File: src/rtl/hexseg_pkg.sv
package hexseg_pkg;
  localparam int CODE_W = 4;
  localparam int SEG_W  = 7;
  localparam int NUM_CODES = 1 << CODE_W;

  typedef logic [CODE_W-1:0] code_t;
  typedef logic [SEG_W-1:0]  seg_t;

  // Segment pattern, bit order {g,f,e,d,c,b,a}, active high.
  function automatic seg_t glyph_of(input code_t c);
    seg_t s;
    case (c)
      4'h0: s = 7'h3F;
      4'h1: s = 7'h06;
      4'h2: s = 7'h5B;
      4'h3: s = 7'h4F;
      4'h4: s = 7'h66;
      4'h5: s = 7'h6D;
      4'h6: s = 7'h7D;
      4'h7: s = 7'h07;
      4'h8: s = 7'h7F;
      4'h9: s = 7'h6F;
      4'hA: s = 7'h77;
      4'hB: s = 7'h7C;
      4'hC: s = 7'h39;
      4'hD: s = 7'h5E;
      4'hE: s = 7'h79;
      default: s = 7'h71;
    endcase
    return s;
  endfunction
endpackage

File: src/rtl/hexseg_hold.sv
module hexseg_hold
  import hexseg_pkg::*;
(
  input  logic  clk,
  input  logic  rst_n,
  input  logic  hold_n,
  input  code_t code_in,
  output code_t held,
  output code_t shown
);
  // Register loads on every edge while the enable is low.
  always_ff @(posedge clk or negedge rst_n) begin
    if (!rst_n)       held <= '0;
    else if (!hold_n) held <= code_in;
  end

  // Transparency: the live input passes straight through while the enable is low.
  assign shown = hold_n ? held : code_in;
endmodule

File: src/rtl/hexseg_glyph.sv
module hexseg_glyph
  import hexseg_pkg::*;
(
  input  code_t value,
  output seg_t  pattern
);
  assign pattern = glyph_of(value);
endmodule

File: src/rtl/hexseg_blank.sv
module hexseg_blank
  import hexseg_pkg::*;
(
  input  code_t value,
  input  seg_t  pattern,
  input  logic  zblank_in_n,
  input  logic  kill_n,
  output seg_t  seg,
  output logic  zero_hit,
  output logic  zblank_out_n
);
  logic is_zero;
  assign is_zero      = (value == '0);
  assign zero_hit     = is_zero && !zblank_in_n;
  assign zblank_out_n = !zero_hit;
  assign seg          = (!kill_n || zero_hit) ? '0 : pattern;
endmodule

File: src/rtl/hexseg_latch_dec.sv
module hexseg_latch_dec
  import hexseg_pkg::*;
(
  input  logic             clk,
  input  logic             rst_n,
  input  logic             hold_n,
  input  logic [CODE_W-1:0] code_in,
  input  logic             zblank_in_n,
  input  logic             kill_n,
  output logic [SEG_W-1:0] seg,
  output logic             zblank_out_n
);
  code_t held_q;
  code_t shown_w;
  seg_t  raw_pattern;
  logic  zero_hit;

  hexseg_hold u_hold (
    .clk     (clk),
    .rst_n   (rst_n),
    .hold_n  (hold_n),
    .code_in (code_in),
    .held    (held_q),
    .shown   (shown_w)
  );

  hexseg_glyph u_glyph (
    .value   (shown_w),
    .pattern (raw_pattern)
  );

  hexseg_blank u_blank (
    .value        (shown_w),
    .pattern      (raw_pattern),
    .zblank_in_n  (zblank_in_n),
    .kill_n       (kill_n),
    .seg          (seg),
    .zero_hit     (zero_hit),
    .zblank_out_n (zblank_out_n)
  );
endmodule

File: config.mk
export PLATFORM = sky130hd
export DESIGN_NAME = hexseg_latch_dec
export DESIGN_NICKNAME = d
export VERILOG_FILES = /design/src/rtl/hexseg_pkg.sv /design/src/rtl/hexseg_hold.sv /design/src/rtl/hexseg_glyph.sv /design/src/rtl/hexseg_blank.sv /design/src/rtl/hexseg_latch_dec.sv
export SDC_FILE = /design/constraint.sdc
export NUM_CORES = 1
export LEC_CHECK = 0
export BUFFER_PORTS_ARGS = -buffer_cell sky130_fd_sc_hd__buf_2
export CAP_MARGIN = 20
export CORE_AREA = 2 2 39 41
export DETAILED_ROUTE_END_ITERATION = 12
export DIE_AREA = 0 0 41 43
export PLACE_DENSITY = 0.75
export SLEW_MARGIN = 20
export SYNTH_ARGS = -nofsm -noshare
export SYNTH_HDL_FRONTEND = slang
export SYNTH_HIERARCHICAL = 1
export SYNTH_SLANG_ARGS = --single-unit
File: constraint.sdc
create_clock -name clk -period 2.39 [get_ports clk]
set_input_delay 0.239 -clock clk [delete_from_list [all_inputs] [get_ports clk]]
set_output_delay 0.239 -clock clk [all_outputs]
set_load 0.03 [all_outputs]
After elaboration in Yosys (flattened, before gate mapping)

Memory sizes are Yosys's and may differ from the RTL's.
Cells that the tools add are included.
W data, S select, Z words.

Muxes and demuxes: 2
Reduce and logical (&&, ||, !) cells: 6

Operator list:

| operator            | count |
|---|---|
| $mux W7             | 1 |
| $logic_not A4 Y1    | 1 |
| $mux W4             | 1 |
| $logic_not A1 Y1    | 3 |
| $logic_and A1 B1 Y1 | 1 |
| $logic_or A1 B1 Y1  | 1 |

Register bits after elaboration: 4
Memory bits (read-only): 112
Input bits: 9
Output and inout bits: 8
Logic and storage cells: 10
Memories: 1

Memory list:

| name             | depth | bits a word | rd ports | clocked after Yosys merged registers in | wr ports | RTL line         | RTL |
|---|---|---|---|---|---|---|---|
| (name not given) | 16    | 7           | 1        | 0                                       | 0        | hexseg_pkg.sv:12 | `case (c)` |

Longest topological paths before layout

Word-level depth: 5
Depth in mapped cells: 7
Mapped depth without buffers: 7

Hierarchy

Netlist, hierarchy kept.

By module, submodules not included:

| module       | times used | cells an instance | area each (um^2) | sequential area each (um^2) |
|---|---|---|---|---|
| hexseg_glyph | 1          | 33                | 287.8            | 0.0 |
| hexseg_hold  | 1          | 8                 | 145.1            | 100.1 |
| hexseg_blank | 1          | 18                | 96.3             | 0.0 |

Worst setup path after synthesis

No wires, ideal clock.

Path kind: register -> output
Start: register u_hold.held[0]
End: output seg[5]
Arrival time: 1.842 ns
Data required time: 2.151 ns
Path slack: 0.309 ns
Stages on the path, launching flop included: 7
Path buffers: 0
Cells stage by stage: dfrtp_1 > mux2_2 > ha_1 > mux2_2 > a21oi_1 > nand2_1 > a21oi_1

Elaborated cells on any way between the ends: 6
Classes of those cells: mux: 2; reduce/logical: 3; memory: 1

RTL lines:

| what                     | RTL line               | RTL |
|---|---|---|
| start: declaration       | hexseg_hold.sv:8       | `output code_t held,` |
| start signal: assignment | hexseg_hold.sv:14      | `else if (!hold_n) held <= code_in;` |
| $mux W4                  | n/a                    |  |
| named net shown_w[0]     | hexseg_latch_dec.sv:14 | `code_t shown_w;` |
| $mem_v2 Z16 W7           | n/a                    |  |
| named net raw_pattern[5] | hexseg_latch_dec.sv:15 | `seg_t raw_pattern;` |
| $mux W7                  | hexseg_blank.sv:16     | `assign seg = (!kill_n \|\| zero_hit) ? '0 : pattern;` |
| end: declaration         | hexseg_latch_dec.sv:10 | `output logic [SEG_W-1:0] seg,` |

The timed path passes the listed nets, and every way through them passes these cells.

Worst setup path in the final report

Start: register u_hold.held[1]
End: output seg[3]

The elaborated chain is that of the path after synthesis.

==> impl_metrics.csv <==
group,metric,value,unit
final_layout,largest-register,"u_hold/held",
placed_design,dpl-instance-area,607,µm²
global_route,grt_overflow_total,0,
floorplanning,coreArea,0.00138,mm²
critical_path,setup.worst_path.start,"u_hold/held[1]",
sta,period_share,97.2,%
final_layout,largest_reg_flops,4,
power_and_ir_drop,powerDensity,510,mW/mm²
sta,fmax,431,MHz
final_layout,multi_input_comb_area,404,µm²
floorplanning,fp.dieW,41,µm
floorplanning,dieArea,0.00176,mm²
drt,postRouteAntennaNets,0,
power_and_ir_drop,ir_worst_vdd,0.341,mV
critical_path,cp.required,2150,ps
placed_design,portBuffers,16,
clocking,numCtsBuffers,3,
power_and_ir_drop,leakage,0.321,nW
final_layout,area_growth,26.1,%
sta,skew,0,ps
power_and_ir_drop,p_seq_share,22.9,%
final_layout,seqCellArea,100,µm²
sta,finalSetupViolCount,0,
power_and_ir_drop,swShare,39.7,%
critical_path,cp-start-kind,"flop",
final_layout,nets,94,
drt,wl,1070,µm
sta,min_period,2320,ps
placed_design,dpl.hpwl,786,µm
run,drv_cap,0,
final_layout,nFillCells,145,
placed_design,routabilityCongestion,0.708,
floorplanning,dieHeight,43,µm
critical_path,r2r-start,"u_hold/held[3]",
synth,syn_area,523,µm²
final_layout,num_antenna_cells,0,
placed_design,dpl.cell_count,88,
power_and_ir_drop,internal_power,0.203,mW
critical_path,cp_num_buf_inv,2,
critical_path,cpMaxStageDelayCell,"mux4_1",
drt,drt_iter0_drc,5,
synth,synth_fp_nets,74,
sta,finalMaxSlewViolations,0,
drt,dr.pass1.iters,4,
critical_path,critical-path-max-stage-delay,500,ps
floorplanning,start_util,37.8,%
critical_path,path_max_fanout,7,
drt,wl_per_cell,11.6,µm
synth,syn_inst,58,
sta,worst_pin_slew,453,ps
clocking,cts.path.max_buffers,2,
clocking,clockRootBuffer,"clkbuf_4",
final_layout,drive_gt1_share,40.8,%
global_route,first_global_vias,396,
clocking,clk_latency,230,ps
clocking,htreeDepth,1,
clocking,cts.sinks,4,
synth,syn_area_per_cell,9.02,µm²
global_route,grt_max_degree,17,
critical_path,path_delay_family,"multiplexers",
sta,finalHoldViolations,0,
clocking,clk_pin_slew_worst_paths,40,ps
global_route,grt_pass1_wl,1740,µm
worst_hold_path,min_path_type,"in2async",
critical_path,endpoint_kind,"output pin",
critical_path,rr_worst_depth,1,
critical_path,arrival,2080,ps
critical_path,crit_chain,"mux2_4 -> inv_2 -> ha_1 -> mux4_1 -> nand2_1 -> a21oi_1 -> buf_2",
floorplanning,rows,14,
run_status,outcome,"complete, no violations",
sta,slew_headroom,69.6,%
drt,vias,450,
global_route,antenna_found_initial,0,
floorplanning,ioPinCount,17,
power_and_ir_drop,p_clk_share,23.7,%
drt,drc_errors,0,
power_and_ir_drop,pwr-share-comb,53.4,%
clocking,cts_tree,"built",
synth,yosysWarnings,6,
critical_path,crit_cells,7,
final_layout,instances_no_fill,92,
global_route,grt.total_usage,14.0,%
drt,viasPerCell,4.89,
critical_path,path_class,"reg2out",
final_layout,design_area,659,µm²
final_layout,largestRegisters,"u_hold/held x4",
power_and_ir_drop,p_switching,0.134,mW
-- stage by stage --
stage                     worst slack [ps]  power (mW)  util (%)  hold slack, ps  setup TNS [ps]
after global placement                 132       0.245      43.9            41.7               0
after CTS                             45.6       0.338      46.7             332               0
final                                 67.4       0.336      47.6             341               0
after detailed placement              72.5       0.250      43.9            46.5               0
after global routing                 -6.24       0.366      47.6             347           -6.24
after floorplan                        309       0.212         -           -56.6               0
-- area by class of cell --
| type | count | share of cell area, % |
|---|---|---|
| Sequential cell | 4 | 15.2 |
| Inverter | 6 | 3.42 |
| Clock buffer | 3 | 3.42 |
| Tap cell | 16 | 3.04 |
| Timing Repair Buffer | 17 | 13.7 |
| Multi-Input combinational cell | 46 | 61.3 |
-- metal layers --
metal,share of wire [%],global-route usage [%]
met1,49,20.6
met2,49,20.0
met3,1.5,1.57
met4,0,6.00
met5,0,0
-- timing repair --
item | CTS | global route
hold endpoints to repair | 4 | 0
buffers inserted | 0 | 0
gates cloned | 0 | 0
gates resized for setup | 4 | 2
pin swaps | 0 | 0
setup endpoints to repair | 1 | 1
hold buffers | 1 | 0
-- layout by cell type (no fill, tap or decap) --
cell type	count
a21oi_1	10
a31o_1	1
buf_2	16
clkbuf_4	3
clkinv_1	1
dfrtp_1	4
dlygate4sd3_1	1
ha_1	6
ha_4	1
inv_1	3
inv_2	2
mux2_2	5
mux2_4	2
mux2i_1	2
mux4_1	1
nand2_1	9
nand2b_1	1
nand3b_1	1
nor2b_1	1
nor3_1	2
nor4_4	1
o31a_2	1
o32a_1	1
or2b_1	1
-- final timing paths --
path,endpoint,slack (ps)
setup / recovery,seg[3],70
hold / removal,u_hold/held[3],340
setup reg to reg,u_hold/held[3],1440
hold reg to reg,u_hold/held[0],580
max in group asynchronous,u_hold/held[2],1930
min in group clk,u_hold/held[1],350
-- power by group through the flow --
stage	Sequential (mW)	Combinational, mW	Clock (mW)
2_1_floorplan	0.0765	0.135	0
3_3_place_gp	0.0772	0.168	0
3_5_place_dp	0.0775	0.172	0
4_1_cts	0.0768	0.176	0.0852
5_1_grt	0.0775	0.199	0.0899
6_report	0.0769	0.180	0.0797
(Power assumes the default switching activity.)
